File: src/rtl/crc32_pkg.sv
// Package: shared constants of the streaming CRC-32 unit.
// Assumes a reflected (LSB-first) CRC whose state is as wide as the polynomial.
package crc32_pkg;
    localparam int unsigned CRC_W    = 32;
    localparam int unsigned BYTE_W   = 8;
    localparam logic [CRC_W-1:0] CRC_POLY_REFL = 32'hEDB8_8320;
    localparam logic [CRC_W-1:0] CRC_SEED      = 32'hFFFF_FFFF;
    localparam logic [CRC_W-1:0] CRC_XOR_OUT   = 32'hFFFF_FFFF;
endpackage

File: src/rtl/crc_bit_order.sv
// Module: optional bit-order swap of one incoming data unit.
// Assumes the swap select is static within a cycle; purely combinational.
module crc_bit_order #(
    parameter int unsigned W = 8
) (
    input  logic         swap,
    input  logic [W-1:0] din,
    output logic [W-1:0] dout
);
    // One mux per bit: straight or mirrored position.
    for (genvar i = 0; i < W; i++) begin : g_bit
        assign dout[i] = swap ? din[W-1-i] : din[i];
    end
endmodule

File: src/rtl/crc_byte_step.sv
// Module: advances a reflected CRC state by one data unit (all bits in one cycle).
// Assumes LSB-first absorption; the polynomial is given in reflected form.
module crc_byte_step #(
    parameter int unsigned          CW   = 32,
    parameter int unsigned          DW   = 8,
    parameter logic [CW-1:0]        POLY = 32'hEDB8_8320
) (
    input  logic [CW-1:0] state_in,
    input  logic [DW-1:0] data_in,
    output logic [CW-1:0] state_out
);
    localparam int unsigned PAD_W = CW - DW;

    // Unrolled shift-and-conditional-XOR over every bit of the unit.
    always_comb begin
        logic [CW-1:0] s;
        s = state_in ^ {{PAD_W{1'b0}}, data_in};
        for (int b = 0; b < DW; b++) begin
            s = s[0] ? ((s >> 1) ^ POLY) : (s >> 1);
        end
        state_out = s;
    end
endmodule

File: src/rtl/crc_result_fmt.sv
// Module: turns the raw CRC state into the presented value (final XOR, optional reversal).
// Assumes the reversal select may change at any time; output follows it combinationally.
module crc_result_fmt #(
    parameter int unsigned   CW      = 32,
    parameter logic [CW-1:0] XOR_OUT = 32'hFFFF_FFFF
) (
    input  logic          reverse,
    input  logic [CW-1:0] state,
    output logic [CW-1:0] value
);
    logic [CW-1:0] fin;

    // Final XOR of the accumulator.
    assign fin = state ^ XOR_OUT;

    // Per-bit selection between straight and mirrored result.
    for (genvar i = 0; i < CW; i++) begin : g_rev
        assign value[i] = reverse ? fin[CW-1-i] : fin[i];
    end
endmodule

File: src/rtl/crc32_stream_unit.sv
// Module: CRC-32 accumulator beside a byte-wide stream with a frame-end done pulse.
// Assumes inputs settle between clock edges; byte_last is only meaningful with byte_valid.
// Clear has priority over an offered byte; reset is synchronous and active low.
module crc32_stream_unit
    import crc32_pkg::*;
#(
    parameter int unsigned        DATA_W   = BYTE_W,
    parameter int unsigned        STATE_W  = CRC_W,
    parameter logic [STATE_W-1:0] POLY     = CRC_POLY_REFL,
    parameter logic [STATE_W-1:0] SEED     = CRC_SEED,
    parameter logic [STATE_W-1:0] XOR_OUT  = CRC_XOR_OUT
) (
    input  logic              clk,
    input  logic              rst_n,
    input  logic              crc_en,
    input  logic              crc_clr,
    input  logic              in_bit_swap,
    input  logic              out_reverse,
    input  logic              byte_valid,
    input  logic [DATA_W-1:0] byte_data,
    input  logic              byte_last,
    output logic [31:0]       crc_value,
    output logic              crc_done
);
    logic [STATE_W-1:0] acc_q;
    logic [STATE_W-1:0] acc_next;
    logic [DATA_W-1:0]  unit_ordered;
    logic               take;
    logic [STATE_W-1:0] shown;

    // Acceptance: enabled, valid and not overridden by clear.
    assign take = crc_en && byte_valid && !crc_clr;

    crc_bit_order #(.W(DATA_W)) u_order (
        .swap (in_bit_swap),
        .din  (byte_data),
        .dout (unit_ordered)
    );

    crc_byte_step #(.CW(STATE_W), .DW(DATA_W), .POLY(POLY)) u_step (
        .state_in  (acc_q),
        .data_in   (unit_ordered),
        .state_out (acc_next)
    );

    crc_result_fmt #(.CW(STATE_W), .XOR_OUT(XOR_OUT)) u_fmt (
        .reverse (out_reverse),
        .state   (acc_q),
        .value   (shown)
    );

    assign crc_value = shown[31:0];

    // Accumulator register: reset/clear to seed, else absorb an accepted byte.
    always_ff @(posedge clk) begin
        if (!rst_n || crc_clr) begin
            acc_q <= SEED;
        end else if (take) begin
            acc_q <= acc_next;
        end
    end

    // Done flag: one-cycle pulse after an accepted frame-end byte.
    always_ff @(posedge clk) begin
        if (!rst_n) begin
            crc_done <= 1'b0;
        end else begin
            crc_done <= take && byte_last;
        end
    end

    AST_HOLD_WHEN_IGNORED: assert property (@(posedge clk) disable iff (!rst_n)
        (!crc_en && !crc_clr) |=> $stable(acc_q)) else $error("hold");
    AST_CLEAR_TO_SEED: assert property (@(posedge clk) disable iff (!rst_n)
        crc_clr |=> (acc_q == SEED)) else $error("clear");
    AST_DONE_AFTER_LAST: assert property (@(posedge clk) disable iff (!rst_n)
        (crc_en && byte_valid && byte_last && !crc_clr) |=> crc_done) else $error("done");
    AST_DONE_HAS_CAUSE: assert property (@(posedge clk) disable iff (!rst_n)
        crc_done |-> $past(crc_en && byte_valid && byte_last && !crc_clr)) else $error("cause");
    AST_RESULT_STABLE: assert property (@(posedge clk) disable iff (!rst_n)
        (!(crc_en && byte_valid) && !crc_clr && $stable(out_reverse)) |=> $stable(crc_value)) else $error("stable");
endmodule

File: config.mk
export PLATFORM = sky130hd
export DESIGN_NAME = crc32_stream_unit
export DESIGN_NICKNAME = d
export VERILOG_FILES = /design/src/rtl/crc32_pkg.sv /design/src/rtl/crc_bit_order.sv /design/src/rtl/crc_byte_step.sv /design/src/rtl/crc_result_fmt.sv /design/src/rtl/crc32_stream_unit.sv
export SDC_FILE = /design/constraint.sdc
export NUM_CORES = 1
export LEC_CHECK = 0
export BUFFER_PORTS_ARGS = -buffer_cell sky130_fd_sc_hd__buf_4
export CAP_MARGIN = 20
export CORE_MARGIN = 1.5
export CORE_UTILIZATION = 61
export DETAILED_ROUTE_END_ITERATION = 12
export GPL_ROUTABILITY_DRIVEN = 0
export PLACE_DENSITY = 0.86
export SYNTH_ARGS = -nofsm -noshare
export SYNTH_HDL_FRONTEND = slang
export SYNTH_HIERARCHICAL = 1
export SYNTH_SLANG_ARGS = --single-unit
File: constraint.sdc
create_clock -name clk -period 6.5 [get_ports clk]
set_input_delay 0 -clock clk [delete_from_list [all_inputs] [get_ports clk]]
set_output_delay 0 -clock clk [all_outputs]
set_load 0.01 [all_outputs]
## After elaboration in Yosys (flattened, before gate mapping)

Index checks and enable logic that the tools add are counted.

| storage, ports and cells | value |
|---|---|
| input port bits | 16 |
| output and inout port bits | 33 |
| logic and storage cells | 66 |
| flip-flop bits (word level) | 33 |

| operators by class | value |
|---|---|
| bitwise logic cells | 10 |
| multiplexer cells | 48 |
| reductions and logical operators | 6 |

Operator list:

| operator | number |
|---|---|
| $mux W32 | 8 |
| $not A13 Y14 | 8 |
| $mux W1 | 40 |
| $not A32 Y32 | 1 |
| $xor A32 B8 Y32 | 1 |
| $logic_and A1 B1 Y1 | 3 |
| $logic_not A1 Y1 | 2 |
| $logic_or A1 B1 Y1 | 1 |

## Logic depth before layout (Yosys ltp)

Gate-level depths: netlist (run 1).

| logic depth | value |
|---|---|
| word-level depth | 18 |
| gate-level depth with buffers | 7 |
| depth with buffers taken out | 6 |

## Modules after synthesis

The synthesis (run 1) kept the hierarchy.

By module, submodules not included:

| module | times used | cells each | area each (sq um) | seq. area each (sq um) |
|---|---|---|---|---|
| crc32_stream_unit | 1 | 148 | 1,407.6 | 660.6 |
| crc_byte_step | 1 | 67 | 924.6 | 0.0 |
| crc_result_fmt | 1 | 36 | 376.6 | 0.0 |
| crc_bit_order | 1 | 9 | 131.4 | 0.0 |

## Worst setup path before layout (run 1)

OpenSTA, ideal clock, no wires.

| timing | value |
|---|---|
| kind | input to register |
| from | in in_bit_swap |
| to | reg acc_q[24] |
| buffers on the path | 1 |
| stages | 7 |
| arrival time | 1.945 ns |
| setup time | 0.120 ns |
| required time | 6.380 ns |
| setup slack | 4.435 ns |
| path through | buf_6 -> mux2_4 -> xor2_1 -> xnor3_2 -> xnor3_4 -> and3b_1 -> o21ai_1 |

| between the ends | value |
|---|---|
| elaborated cells on any way between the ends | 20 |
| classes of those cells | 14 x mux; 6 x bitwise |

RTL lines:

| element | RTL line | text |
|---|---|---|
| from (decl) | crc32_stream_unit.sv:17 | `input logic in_bit_swap,` |
| $mux W1 (*) | crc_bit_order.sv:12 | `assign dout[i] = swap ? din[W-1-i] : din[i];` |
| via unit_ordered[2] | crc32_stream_unit.sv:27 | `logic [DATA_W-1:0] unit_ordered;` |
| $xor A32 B8 Y32 (*) | crc_byte_step.sv:17 | `s = state_in ^ {{PAD_W{1'b0}}, data_in};` |
| $mux W32 (*) (4 in series) | crc_byte_step.sv:19 | `s = s[0] ? ((s >> 1) ^ POLY) : (s >> 1);` |
| $not A13 Y14 (no source line) | - |  |
| $mux W32 (*) | crc_byte_step.sv:19 |  |
| $not A13 Y14 (no source line) | - |  |
| $mux W32 (*) (2 in series) | crc_byte_step.sv:19 |  |
| $not A13 Y14 (no source line) | - |  |
| $mux W32 (*) | crc_byte_step.sv:19 |  |
| via acc_next[24] | crc32_stream_unit.sv:26 | `logic [STATE_W-1:0] acc_next;` |
| to (signal assigned) | crc32_stream_unit.sv:59 | `acc_q <= acc_next;` |
| to (decl) | crc32_stream_unit.sv:25 | `logic [STATE_W-1:0] acc_q;` |

Mark *: on every way through the listed nets, which the timed path passes. The rest lies on a longest branch.
A chain may end at the register's enable or synchronous reset.

## Worst setup path after layout (run 1)

| timing | value |
|---|---|
| from | reg acc_q[2] |
| to | reg acc_q[24] |

| between the ends | value |
|---|---|
| longest elaborated chain between the ends | 12 |

Ends and longest elaborated chain:

| element | RTL line |
|---|---|
| $xor A32 B8 Y32 (*) | crc_byte_step.sv:17 |
| $mux W32 (*) (4 in series) | crc_byte_step.sv:19 |
| $not A13 Y14 (no source line) | - |
| $mux W32 (*) | crc_byte_step.sv:19 |
| $not A13 Y14 (no source line) | - |
| $mux W32 (*) (2 in series) | crc_byte_step.sv:19 |
| $not A13 Y14 (no source line) | - |
| $mux W32 (*) | crc_byte_step.sv:19 |
| via acc_next[24] | crc32_stream_unit.sv:26 |

Marked as above.

==> results by stage, run 1 <==
Outcome:
- The run finished with clean final reports.

Worst setup path:
- The startpoint class of the critical path is a register.
- The cell type group with the largest total delay on the critical path is XOR/XNOR gates.
- The category of the worst setup path capture point is a register.
- In this run the worst path has a maximum fanout of 5.
- Traced cell by cell, the critical path runs through xor2_1 -> xnor3_2 -> xnor3_4 -> and3b_1 -> o21ai_1.
- The largest stage delay on the critical path is 560 ps.
- For the worst setup path, the data arrival time is 2390 ps.
- The start-to-end type of the worst setup path is reg2reg.
- Counting both buffers and inverters, the worst setup path holds a total of 0.
- The highest-delay cell along the critical path is sky130_fd_sc_hd__xnor3_2.
- The slack of the worst reg-to-reg path is 4220 ps.
- The endpoint required time on the critical path is 6620 ps.

Clocking:
- The insertion delay of the later-clocked pin in the worst-skew pair is 290 ps.
- The H-tree generated during clock tree synthesis spans 2 levels.
- The maximum number of buffers from clock root to sink is 2.
- The number of buffers added by the clock tree synthesis step is 5.
- The count of instances resized after the clock tree is built is 0.
- Clock tree synthesis found a total of 33 sinks.
- TritonCTS built the clock tree.
- The root buffer cell is sky130_fd_sc_hd__clkbuf_8.
- After clock tree synthesis, the clock-pin slew on the worst setup and hold paths is 70 ps.

Die:
- The floorplan has 24 rows.
- The die width is 71.24 um.
- Once the floorplan was initialized, standard cells occupied 64.34% of the core.
- 49 I/O pins were placed.
- The die is 71.24 um tall.
- The floorplan step defined a die boundary enclosing 5074 um^2.
- The core footprint is 4414 um^2.

Synthesis:
- Yosys printed 6 warnings.
- Averaged over all synthesized cells, the footprint is 10.92 um^2.
- The synthesized netlist occupies a cell area of 2840 um^2.
- The number of nets in the synthesized netlist is 276.
- The proportion of synthesized chip area in sequential cells is 23.26%.
- Synthesis handed over a netlist of 260 instances.
- The unique cell type count in the Yosys netlist is 23.
- The number of register bits inferred by synthesis is 33.

Drt:
- The detail-routed net length per standard cell is 18.70 um.
- The number of antenna-violating nets in the routed design is 0.
- In the routed layout, each cell is associated on average with a via count of 5.960.
- Before antenna repair, the detailed router went through 4 iterations.
- For this run, design rule violations remaining after detail routing come to 0.
- After the first detailed-routing iteration, the DRC count stood at 167.
- The total number of vias is 2068.
- The overall routed net length is 6490 um.

Finish:
- The number of fill cells is 323.
- The area growth from synthesis to layout is 12.47%.
- The area taken by flip-flops and latches is 660.6 um^2.
- The share of cells above drive strength 1 is 25.42%.
- The antenna diode count is 0.
- The end-of-flow core utilization is 72.36%.
- The multi-input combinational cells in the finished layout cover a total of 1978 um^2.
- The net count of the finished layout is 310.

STA:
- The hold violation total from the final report came to 0.
- The final setup violation count is 0.
- Setup repair after global routing left no endpoint under its margin.
- For the pin with the worst max-slew slack, the measured transition is 1007 ps.
- The worst path uses 35.03% of the clock period.
- Based on the critical path, the design can be clocked at up to 0.4392 GHz.
- Setup total negative slack on the finished layout was measured at 0 ps.
- The time the final worst path needs with I/O delays and setup is 2277 ps.
- The clock skew is 6.591 ps.
- In this run the tightest slew margin relative to its limit is 32.87%.
- The count of final max-slew check failures is 0.

Power and ir drop:
- The reported leakage power is 1.617 nW.
- Dividing total power by cell area gives a power density of 245.4 nW/um^2.
- VDD sags by at most 0.1825 mV.

Global routing:
- The via count of the first global-routing pass is 1907.
- The wire length of the first global-routing pass is 10230 um.
- The largest net degree at the start of global routing is 66.
- The global-route total usage across every layer is 26.45%.
- The initial antenna violation count is 0.
- The overall overflow remaining after global route is 0.

Run:
- Max-cap violations in this run came to 0.

Place:
- The number of buffers added on ports is 48.
- Detailed placement finished with a half-perimeter wire length of 4639 um.

Hold path:
- The kind of path behind the tightest hold check is in2reg.
[Yosys cell counts, drive strengths merged]
library cell   n  area (um^2)
inv            1        3.750
xnor3         12        275.3
dfxtp         33        660.6
xor3           5        118.9
and2b          1        7.510
o21ai         32        160.2
a21oi         32        160.2
xor2          11        111.4
clkbuf         2        7.510
mux2           8        120.1
buf           20        190.2
xnor2         38        415.4
and3b         32        280.3
and4           1        8.760
mux2i         32        320.3
[cell type report]
| cell class | count | area share [%] |
|---|---|---|
| repair buffers | 49 | 11.59 |
| flip-flops and latches | 33 | 20.68 |
| clock inverters | 1 | 0.9401 |
| clock buffers | 7 | 2.703 |
| well taps | 52 | 2.037 |
| multi-input cells | 204 | 61.93 |
| inverters | 1 | 0.1175 |
[cell usage in the layout, fill, tap and decap left out]
cell type	count
sky130_fd_sc_hd__a21oi_1	32
sky130_fd_sc_hd__and2b_1	1
sky130_fd_sc_hd__and3b_1	32
sky130_fd_sc_hd__and4_1	1
sky130_fd_sc_hd__buf_4	48
sky130_fd_sc_hd__bufinv_16	1
sky130_fd_sc_hd__clkbuf_1	1
sky130_fd_sc_hd__clkbuf_8	6
sky130_fd_sc_hd__dfxtp_1	33
sky130_fd_sc_hd__dlygate4sd3_1	1
sky130_fd_sc_hd__inv_1	1
sky130_fd_sc_hd__mux2_4	8
sky130_fd_sc_hd__mux2i_1	32
sky130_fd_sc_hd__o21ai_1	32
sky130_fd_sc_hd__xnor2_1	30
sky130_fd_sc_hd__xnor2_2	6
sky130_fd_sc_hd__xnor2_4	2
sky130_fd_sc_hd__xnor3_1	10
sky130_fd_sc_hd__xnor3_2	1
sky130_fd_sc_hd__xnor3_4	1
sky130_fd_sc_hd__xor2_1	9
sky130_fd_sc_hd__xor2_2	2
sky130_fd_sc_hd__xor3_1	5
[cells by family (layout without fill, tap and decap cells)]
logic type / Yosys count / count (layout) / share of synthesized area, %
buffers and inverters: 23 / 58 / 7.092
DFF: 33 / 33 / 23.26
muxes: 40 / 40 / 15.51
AOI/OAI and AO/OA: 64 / 64 / 11.28
and+or+nand+nor: 34 / 34 / 10.44
xor gates and xnor gates: 66 / 66 / 32.42
[per-stage QoR]
stage               cells  setup slack [ps]  cell area, um^2  total power, mW  hold WS [ps]
finish                347              4223             3194           0.7839         285.0
global route          347              4132             3194           0.8151         300.3
CTS                   347              4233             3194           0.7840         266.8
detailed placement    338              4191             3068           0.5836         290.4
global placement      338              4268             3068           0.5745         273.7
floorplan             260              4435             2840           0.5185         188.5
[metal layers]
layer | share of wire (%) | wire length [um] | GRT usage (%) | vias to the layer above
li1 | - | - | - | 986
met1 | 43 | 2772 | 36.39 | 1011
met2 | 50 | 3248 | 43.83 | 64
met3 | 6.3 | 408 | 4.219 | 7
met4 | 0.94 | 61 | 6.709 | 0
met5 | 0 | 0 | 0 | -
[worst paths after layout]
kind,startpoint,depth (start not counted),to
min,byte_valid,2,crc_done$_SDFF_PN0_
min reg2reg,acc_q[31]$_SDFFE_PP1P_,2,acc_q[31]$_SDFFE_PP1P_
max,acc_q[2]$_SDFFE_PP1P_,5,acc_q[24]$_SDFFE_PP1P_
max reg2reg,acc_q[2]$_SDFFE_PP1P_,5,acc_q[24]$_SDFFE_PP1P_
[state kept, by name (all words and copies together) (netlist names)]
name	flops
acc_q	32
crc_done	1
[what timing repair did]
item	in CTS	in global routing
buffers inserted	0	0
hold buffers	1	0
hold endpoints to repair	1	0
[where the power goes]
group	switching, mW	leakage, nW	total [mW]	internal, mW
clock	0.0757	0.0585	0.201	0.125
combinational	0.143	1.29	0.353	0.211
sequential	0.0165	0.269	0.230	0.213
total	0.235	1.62	0.784	0.549
Note: power is estimated with default switching activity, not from simulation.
==> inputs of run 2 (changes only) <==
--- a/config.mk
+++ b/config.mk
@@ -5,13 +5,14 @@
 export SDC_FILE = /design/constraint.sdc
 export NUM_CORES = 1
 export LEC_CHECK = 0
+export ABC_AREA = 1
 export BUFFER_PORTS_ARGS = -buffer_cell sky130_fd_sc_hd__buf_4
 export CAP_MARGIN = 20
 export CORE_MARGIN = 1.5
-export CORE_UTILIZATION = 61
+export CORE_UTILIZATION = 53
 export DETAILED_ROUTE_END_ITERATION = 12
 export GPL_ROUTABILITY_DRIVEN = 0
-export PLACE_DENSITY = 0.86
+export PLACE_DENSITY = 0.78
 export SYNTH_ARGS = -nofsm -noshare
 export SYNTH_HDL_FRONTEND = slang
 export SYNTH_HIERARCHICAL = 1
==> constraint.sdc (replaced) <==
create_clock -name clk -period 2 [get_ports clk]
set_input_delay 0 -clock clk [delete_from_list [all_inputs] [get_ports clk]]
set_output_delay 0 -clock clk [all_outputs]
set_load 0.01 [all_outputs]
==> run 2 against run 1 <==
Count of clock-buffer cells in the layout fell by 2. Worst setup slack got worse by 3900 ps. Sequential power rose to 3.0 times the previous value. Die area rose by 35%. Cell count rose by 96%. Synthesized cell count rose by 120%. Sequential share of layout area fell by 3.0 points. Core utilization fell by 10 points. Global-route usage rose by 1.5 points. Area after synthesis rose by 19%.
==> results by stage, run 2 <==
Synthesis:
- The proportion of synthesized chip area in sequential cells is 19.63% (-3.6 points).
- After synthesis, the most frequently instantiated cells are sky130_fd_sc_hd__nand2_1, sky130_fd_sc_hd__inv_1, sky130_fd_sc_hd__nand3_1.
- Yosys attributes the largest share of cell area to sky130_fd_sc_hd__nand2_1, sky130_fd_sc_hd__dfxtp_1, sky130_fd_sc_hd__nand3_1, sky130_fd_sc_hd__inv_1, sky130_fd_sc_hd__xor2_1.
- The number of synthesized flops with an enable pin was 0 (unchanged).
- The number of standard cells after synthesis is 571 (+120%).
- The most frequent cell after synthesis is sky130_fd_sc_hd__nand2_1.
- The yosys synthesis warning count is 6 (unchanged).
- The area fraction in compound gates after synthesis is 0% (-11 points).
- The area share of the leading cell type in the synthesized netlist is 29.55% (+6.3 points).
- The combined area of all synthesized cells is 3366 um^2 (+19%).
- The unique cell type count in the Yosys netlist was 27 (+17%).
- The share of synthesized cell area in full adder, half adder and majority cells is 0% (unchanged).
- The share of synthesized flip-flops with an asynchronous set or reset was 0% (unchanged).
- The library cell occupying the most area in the post-synthesis netlist is sky130_fd_sc_hd__nand2_1.
- The number of nets in the synthesized netlist was 587 (+110%).
- The number of register bits inferred by synthesis is 33 (unchanged).
- The average size of a mapped cell is 5.894 um^2 (-46%).
- The area share of xor/xnor cells in the synthesized design is 9.442% (-23 points).
- The share of synthesized area spent on multiplexers is 0% (-16 points).
- The most instantiated flip-flop cell in the synthesis netlist is sky130_fd_sc_hd__dfxtp_1.
- The simple-gate area share of the yosys netlist is 55.99% (+46 points).
- By area, the combinational part of the netlist is dominated by simple AND/OR/NAND/NOR gates.

Place:
- The number of buffers added on ports is 48 (unchanged).
- The placed cell count was 671 (+99%).
- The HPWL after detailed placement was 6779 um (+46%).
- The placed cell area came to 3633 um^2 (+18%).

Global routing:
- The via count of the first global-routing pass is 3191 (+67%).
- The wire length of the first global-routing pass is 14560 um (+42%).
- The largest net degree at the start of global routing is 34 (-48%).
- The initial antenna violation count is 0 (unchanged).
- The overall overflow remaining after global route is 0 (unchanged).
- The global-route total usage across every layer is 27.96% (+1.5 points).

Clocking:
- The number of buffers added by the clock tree synthesis step is 5 (unchanged).
- The insertion delay of the later-clocked pin in the worst-skew pair is 290 ps (about the same).
- The root buffer cell is sky130_fd_sc_hd__clkbuf_8.
- The CTS clock-pin slew for the worst setup and hold paths is 70 ps (about the same).
- The post-CTS setup buffer count is 0 (unchanged).
- The maximum number of buffers from clock root to sink is 2 (unchanged).
- The count of instances resized after the clock tree is built is 0 (unchanged).
- The number of H-tree branching levels is 2 (unchanged).
- The number of sinks handled by clock tree synthesis is 33 (unchanged).
- The TritonCTS clock tree is built.

Worst setup path:
- The largest fanout of any net on the critical path came to 7 (+2).
- The slack of the worst reg-to-reg path is 350 ps (-3870 ps).
- The startpoint class of the critical path is a register.
- The start-to-end type of the worst setup path is reg2reg.
- The depth of the most critical reg-to-reg path was 11 (+6).
- The endpoint required time on the critical path is 2170 ps (-4450 ps).
- In this run the critical register-to-register path is captured at acc_q[4]$_SDFFE_PP1P_.
- The data arrival time of the critical path is 1820 ps (-570 ps).
- STA classifies the critical path endpoint as a register.
- The start of the worst register-to-register path is acc_q[3]$_SDFFE_PP1P_.

Die:
- The full die area was 6838 um^2 (+35%).
- The core footprint is 6026 um^2 (+37%).
- The standard-cell row count is 28 (+17%).
- The initial core utilization was 55.86% (-8.5 points).
- The number of I/O pins is 49 (unchanged).
- The die width is 82.69 um (+16%).
- The die height is 82.69 um (+16%).

Finish:
- Ranked by flip-flop count, first place goes to acc_q.
- The most common cell after layout, fill and taps aside is sky130_fd_sc_hd__nand2_1.
- In the layout the commonest cells are sky130_fd_sc_hd__nand2_1, sky130_fd_sc_hd__inv_1, sky130_fd_sc_hd__nand3_1, sky130_fd_sc_hd__buf_4.
- The largest registers in the layout are acc_q: 32 flops, crc_done: 1 flops.
- The area growth from synthesis to layout is 11.12%.
- The antenna diode count came to 0 (unchanged).
- The final instance area is 3740 um^2 (+17%).
- The number of flip-flops in the largest register is 32 (unchanged).
- The number of fill cells was 608 (+88%).
- The share of cells above drive strength 1 is 19.14% (-6.3 points).
- The net count of the finished layout is 621 (+100%).
- The number of standard cells in the final layout excluding fillers is 681 (+96%).

Hold path:
- For hold timing, the worst endpoint is acc_q[24]$_SDFFE_PP1P_.
- The kind of path behind the tightest hold check is in2reg.
- The start point of the worst min-delay path is crc_en.
- The count of cells along the worst hold path is 3 (+1).

Drt:
- The via-per-instance ratio is 5.377 (-9.8%).
- The overall routed net length came to 9190 um (+42%).
- The remaining routing DRC violations was 0 (unchanged).
- The first-pass iteration count of the detailed router is 6 (+2).
- The DRC marker count from the first detailed-route iteration came to 419 (+150%).
- The total number of vias was 3662 (+77%).
- The detail-routed net length per standard cell is 13.49 um (-28%).
- The number of antenna-violating nets in the routed design is 0 (unchanged).

Power and ir drop:
- The reported leakage power is 2.439 nW (+51%).
- The worst voltage drop across the vdd grid is 0.3634 mV (+99%).
- The switching power was 0.8473 mW (+260%).
- The power share of the clock group is 25.1% (-0.5 points).
- The portion of total power attributed to combinational logic is 41.1% (-4.0 points).
- The ratio of total power to cell area is 547.8 nW/um^2 (+120%).
- The internal power of the cells was 1.201 mW (+120%).
- The proportion of power drawn by flip-flops and latches was 33.8% (+4.5 points).
- The switching share of power is 41.36% (+11 points).

STA:
- The hold violation total from the final report is 0 (unchanged).
- The clock skew is 3.748 ps (-2.843 ps).
- The count of final max-slew check failures was 0 (unchanged).
- The slew at the pin closest to its max-slew limit was 414.2 ps (-592.9 ps).
- Setup repair after global routing left no endpoint under its margin.
- The time the final worst path needs with I/O delays and setup is 1651 ps (-626.0 ps).
- The top achievable clock speed came to 0.6058 GHz (+38%).
- The ratio of final minimum period to clock period is 82.53% (+48 points).
- The relative slew slack is 72.39% (+40 points).
- The final setup violation count is 0 (unchanged).
- The aggregate negative setup slack is 0 ps (unchanged).

Run:
- The number of max-cap violations came to 0 (unchanged).

Outcome:
- The flow ran to the end, and the final reports show no timing, DRC or antenna violations.
[run 2: cell count changes in the layout (fill, tap and decap cells not counted), sizes merged, moves of 5 or more]
| cell | previous run | this run |
|---|---|---|
| a21oi | 32 | 0 |
| and3b | 32 | 0 |
| inv | 1 | 77 |
| mux2 | 8 | 0 |
| mux2i | 32 | 0 |
| nand2 | 0 | 309 |
| nand3 | 0 | 57 |
| nand4 | 0 | 33 |
| o21ai | 32 | 0 |
| xnor2 | 38 | 7 |
| xnor3 | 12 | 1 |
| xor2 | 11 | 25 |
| xor3 | 5 | 0 |
[run 2: worst max-delay path: stages (launching register included)]
cell and delay, ps:
sky130_fd_sc_hd__dfxtp_1 400, sky130_fd_sc_hd__inv_1 70, sky130_fd_sc_hd__nand2_1 60, sky130_fd_sc_hd__nand2_1 170
sky130_fd_sc_hd__nand2_2 140, sky130_fd_sc_hd__nand2_4 100, sky130_fd_sc_hd__xnor2_1 250, sky130_fd_sc_hd__inv_1 80
sky130_fd_sc_hd__nand2_1 60, sky130_fd_sc_hd__nand2_1 40, sky130_fd_sc_hd__nand4_1 70, sky130_fd_sc_hd__nand3_1 80
[run 2: per-stage QoR]
stage                     power (mW)  setup slack [ps]  utilization (%)  hold WS, ps
after floorplan                1.357             654.4                -        119.2
after CTS                      2.036             384.5            62.06        185.4
after global routing           2.179             209.3            62.06        194.8
after detailed placement       1.526             329.8            60.30        236.3
final                          2.048             349.4            62.06        182.8
after global placement         1.508             419.6            60.30        235.6
[run 2: metal layers]
layer / GRT usage, % / share of wire, % / up-vias
met1: 35.04 / 42 / 1655
li1: - / - / 1816
met5: 0 / 0 / -
met4: 10.67 / 2.6 / 0
met2: 47.72 / 47 / 163
met3: 4.615 / 7.7 / 28
[run 2: repair_timing]
item,in CTS,in global routing
hold endpoints to repair,1,0
hold buffers,2,0
endpoints found under the setup margin,0,0
[run 2: worst max-delay path by stage]
stage | start | to | cells after the start
after floorplan | acc_q[0]$_SDFFE_PP1P_ | acc_q[26]$_SDFFE_PP1P_ | 13
after global placement | in_bit_swap | acc_q[4]$_SDFFE_PP1P_ | 15
after detailed placement | in_bit_swap | acc_q[4]$_SDFFE_PP1P_ | 15
after CTS | acc_q[2]$_SDFFE_PP1P_ | acc_q[4]$_SDFFE_PP1P_ | 11
after global routing | acc_q[4]$_SDFFE_PP1P_ | acc_q[23]$_SDFFE_PP1P_ | 12
final | acc_q[3]$_SDFFE_PP1P_ | acc_q[4]$_SDFFE_PP1P_ | 11
[run 2: power by group through the flow]
stage	clock network (mW)	logic, mW	registers, mW
finish	0.514	0.842	0.692
global route	0.558	0.927	0.694
CTS	0.517	0.827	0.692
detailed placement	0	0.819	0.707
global placement	0	0.801	0.707
floorplan	0	0.657	0.700
[run 2: logic make-up (layout without fill, tap and decap cells)]
logic type / Yosys count / in the layout
flip-flops: 33 / 33
XOR/XNOR: 33 / 33
buffers and inverters: 102 / 137
AND/OR/NAND/NOR: 403 / 403
[run 2: area by class of cell]
cell class	instances	area, um^2	share of cell area, %
clock buffers	5	68.82	1.840
clock inverters	3	17.52	0.4684
inverters	77	301.5	8.063
multi-input cells	436	2202	58.88
flip-flops and latches	33	660.6	17.66
well taps	75	93.84	2.509
repair buffers	52	395.4	10.57
==> inputs of run 3 (changes only) <==
--- a/config.mk
+++ b/config.mk
@@ -5,14 +5,14 @@
 export SDC_FILE = /design/constraint.sdc
 export NUM_CORES = 1
 export LEC_CHECK = 0
-export ABC_AREA = 1
+export ABC_AREA = 0
 export BUFFER_PORTS_ARGS = -buffer_cell sky130_fd_sc_hd__buf_4
 export CAP_MARGIN = 20
 export CORE_MARGIN = 1.5
-export CORE_UTILIZATION = 53
+export CORE_UTILIZATION = 51
 export DETAILED_ROUTE_END_ITERATION = 12
 export GPL_ROUTABILITY_DRIVEN = 0
-export PLACE_DENSITY = 0.78
+export PLACE_DENSITY = 0.77
 export SYNTH_ARGS = -nofsm -noshare
 export SYNTH_HDL_FRONTEND = slang
 export SYNTH_HIERARCHICAL = 1
==> constraint.sdc (replaced) <==
create_clock -name clk -period 1.45 [get_ports clk]
set_input_delay 0 -clock clk [delete_from_list [all_inputs] [get_ports clk]]
set_output_delay 0 -clock clk [all_outputs]
set_load 0.01 [all_outputs]
==> run 3 against run 2 <==
The flow now finishes with violations (setup timing). Cell count is 38% lower. Count of clock-buffer cells in the layout is 2 higher. Core utilization is 17 points higher. Highest routed layer unchanged. Fmax is 9.0% lower. Combinational power grew to 2.8 times the previous value. Sequential power is 47% higher. Critical path depth is 5 lower. Total power is 110% higher. Clock skew is 5.3 ps higher. Design area is 11% higher. Worst hold slack better by 110 ps. Global-route usage is 2.4 points lower.
==> results by stage, run 3 (same netlist as run 1, synthesis figures left out) <==
STA:
- The count of final max-slew check failures is 0 (unchanged).
- Setup repair after global routing could not meet its margin everywhere.
- The hold violation total from the final report is 0 (unchanged).
- The worst setup slack after layout came to -363.0 ps (-712.4 ps).
- The final setup violation count is 29 (+29).
- The top achievable clock speed is 0.5516 GHz (-9.0%).
- The clock skew is 9.084 ps (+5.336 ps).
- The ratio of final minimum period to clock period is 125.0% (+43 points).
- The relative slew slack is 60.65% (-12 points).
- The time the final worst path needs with I/O delays and setup was 1813 ps (+162.4 ps).
- The slew at the pin closest to its max-slew limit is 590.2 ps (+176.1 ps).

Finish:
- The number of flip-flops in the largest register is 32 (unchanged).
- The antenna diode count was 0 (unchanged).
- In the layout the commonest cells are sky130_fd_sc_hd__buf_4, sky130_fd_sc_hd__and3b_1, sky130_fd_sc_hd__a21oi_1, sky130_fd_sc_hd__o21ai_1, sky130_fd_sc_hd__mux2i_1.
- The largest register by flop count is acc_q.
- The end-of-flow core utilization came to 79.19% (+17 points).
- The most common cell after layout, fill and taps aside is sky130_fd_sc_hd__buf_4.
- The net count of the finished layout is 370 (-40%).
- The largest registers in the layout are acc_q: 32 flops, crc_done: 1 flops.
- The number of fill cells is 297 (-51%).
- The share of cells above drive strength 1 is 46.20% (+27 points).
- Relative to the synthesized area, the layout overhead comes to 46.04%.

Worst setup path:
- The largest stage delay on the critical path is 470 ps (+70 ps).
- The start point of the critical path is acc_q[5]$_SDFFE_PP1P_.
- The worst path buffer plus inverter count is 1 (-1).
- The category of the worst setup path capture point is a register.
- The data arrival time of the critical path is 2020 ps (+200 ps).
- The largest individual stage delay along the critical path comes from the cell sky130_fd_sc_hd__xnor3_2.
- The largest fanout of any net on the critical path was 4 (-3).
- The critical path goes through xnor2_4 -> xnor3_2 -> buf_4 -> xor3_1 -> and3b_1 -> o21ai_1.
- The worst setup path is launched from a register.
- The endpoint required time on the critical path came to 1660 ps (-510 ps).
- In this run the critical register-to-register path is launched from acc_q[5]$_SDFFE_PP1P_.
- The cell type group with the largest total delay on the critical path is XOR/XNOR gates.
- The start-to-end type of the worst setup path is reg2reg.

Global routing:
- The overall overflow remaining after global route was 0 (unchanged).
- The global-route total usage across every layer is 25.57% (-2.4 points).
- The via count of the first global-routing pass is 2345 (-27%).
- The largest net degree at the start of global routing is 66 (+94%).
- The initial antenna violation count is 0 (unchanged).
- The wire length of the first global-routing pass came to 11920 um (-18%).

Die:
- The core footprint is 5238 um^2 (-13%).
- The die height is 77.63 um (-6.1%).
- The full die area is 6026 um^2 (-12%).
- The number of I/O pins is 49 (unchanged).
- The die width is 77.63 um (-6.1%).
- The standard-cell row count is 26 (-7.1%).
- The initial core utilization is 54.23% (-1.6 points).

Power and ir drop:
- The switching power is 1.322 mW (+56%).
- The power share of the clock group came to 21.7% (-3.4 points).
- The worst voltage drop across the vdd grid was 0.7974 mV (+120%).
- The reported leakage power came to 2.054 nW (-16%).
- The switching share of power came to 30.71% (-11 points).
- The portion of total power attributed to combinational logic is 54.7% (+14 points).
- The internal power of the cells is 2.983 mW (+150%).
- The proportion of power drawn by flip-flops and latches is 23.7% (-10 points).
- The ratio of total power to cell area came to 1038 nW/um^2 (+89%).

Drt:
- The first-pass iteration count of the detailed router was 5 (-1).
- The DRC marker count from the first detailed-route iteration is 162 (-61%).
- The number of antenna-violating nets in the routed design is 0 (unchanged).
- The remaining routing DRC violations came to 0 (unchanged).
- The overall routed net length is 7934 um (-14%).
- The total length of routed met3 wires was 419 um (-41%).
- The via-per-instance ratio is 5.499 (+2.3%).
- The highest layer touched by signal routing is met4.
- The total number of vias was 2337 (-36%).
- The detail-routed net length per standard cell is 18.67 um (+38%).
- The total routed wire length on the met1 layer is 3196 um (-18%).
- The met2 layer wire length in the routed design came to 4207 um (-3.2%).

Hold path:
- The kind of path behind the tightest hold check is in2reg.
- The start point of the worst min-delay path is byte_valid.

Clocking:
- The number of sinks handled by clock tree synthesis is 33 (unchanged).
- TritonCTS built the clock tree.
- The maximum number of buffers from clock root to sink is 2 (unchanged).
- The number of H-tree branching levels is 2 (unchanged).
- The CTS clock-pin slew for the worst setup and hold paths is 80 ps (about the same).
- The insertion delay of the later-clocked pin in the worst-skew pair is 290 ps (about the same).
- The root buffer cell is sky130_fd_sc_hd__clkbuf_8.
- The number of buffers added by the clock tree synthesis step is 5 (unchanged).

Place:
- The HPWL after detailed placement came to 4815 um (-29%).
- The number of buffers added on ports is 48 (unchanged).
- The worst-case setup slack after placement is -516.1 ps (-845.9 ps).

Outcome:
- The checks that failed: setup timing.
- The flow ran to the end, but the final reports show violations.

Run:
- The number of max-cap violations is 0 (unchanged).
-- run 3: cell types whose count changed in the layout (fill, tap and decap cells not counted), sizes merged, moves of 33 or more --
| cell | previous run | this run |
|---|---|---|
| buf | 50 | 108 |
| inv | 77 | 1 |
| nand2 | 309 | 0 |
| nand3 | 57 | 0 |
| nand4 | 33 | 0 |
-- run 3: path summary, 6_finish.rpt --
kind	slack, ps	depth (start not counted)	endpoint
min	290	2	crc_done$_SDFF_PN0_
max reg2reg	-360	6	acc_q[21]$_SDFFE_PP1P_
max	-360	6	acc_q[21]$_SDFFE_PP1P_
min reg2reg	560	2	acc_q[29]$_SDFFE_PP1P_
-- run 3: layer usage --
layer | vias up | track usage (%)
li1 | 1107 | -
met1 | 1150 | 30.82
met2 | 69 | 46.26
met3 | 11 | 4.824
met4 | 0 | 6.545
met5 | - | 0
-- run 3: timing repair --
action,CTS,global route
hold buffers,1,0
endpoints found under the hold margin,1,0
gates resized for setup,39,19
pin swaps,21,12
endpoints found under the setup margin,28,30
buffers inserted,12,6
cloned,0,0
-- run 3: final cells by class --
cell class | instances | area, um^2 | area share [%]
clock buffers | 7 | 86.33 | 2.081
repair buffers | 109 | 953.4 | 22.99
inverters | 1 | 3.754 | 0.09050
well taps | 70 | 87.58 | 2.112
clock inverters | 1 | 30.03 | 0.7240
multi-input cells | 204 | 2298 | 55.41
flip-flops and latches | 33 | 688.2 | 16.59
-- run 3: worst register-to-register path: cells and delay by family (launching register included) --
family / cells / cell delay (ps)
buffers and inverters: 1 / 150
DFF: 1 / 370
AOI/OAI and AO/OA: 1 / 190
and+or+nand+nor: 1 / 180
xor gates and xnor gates: 3 / 830
-- run 3: power by group through the flow --
| stage | sequential (mW) | clock (mW) | combinational (mW) |
|---|---|---|---|
| finish | 1.02 | 0.932 | 2.35 |
| global route | 1.03 | 0.990 | 2.47 |
| CTS | 1.02 | 0.937 | 2.19 |
| detailed placement | 1.04 | 0 | 1.95 |
| global placement | 1.04 | 0 | 1.91 |
| floorplan | 1.03 | 0 | 1.37 |
-- run 3: metrics by stage --
step	instance area [um^2]	setup TNS, ps	power, mW	hold WS [ps]	instances
3_3_place_gp	3635	-10120	2.953	274.6	404
5_1_grt	4148	-8070	4.487	300.1	425
2_1_floorplan	2995	-5392	2.397	188.5	260
3_5_place_dp	3635	-10830	2.991	275.6	404
4_1_cts	4008	-4843	4.139	266.2	422
6_report	4148	-6427	4.305	291.1	425
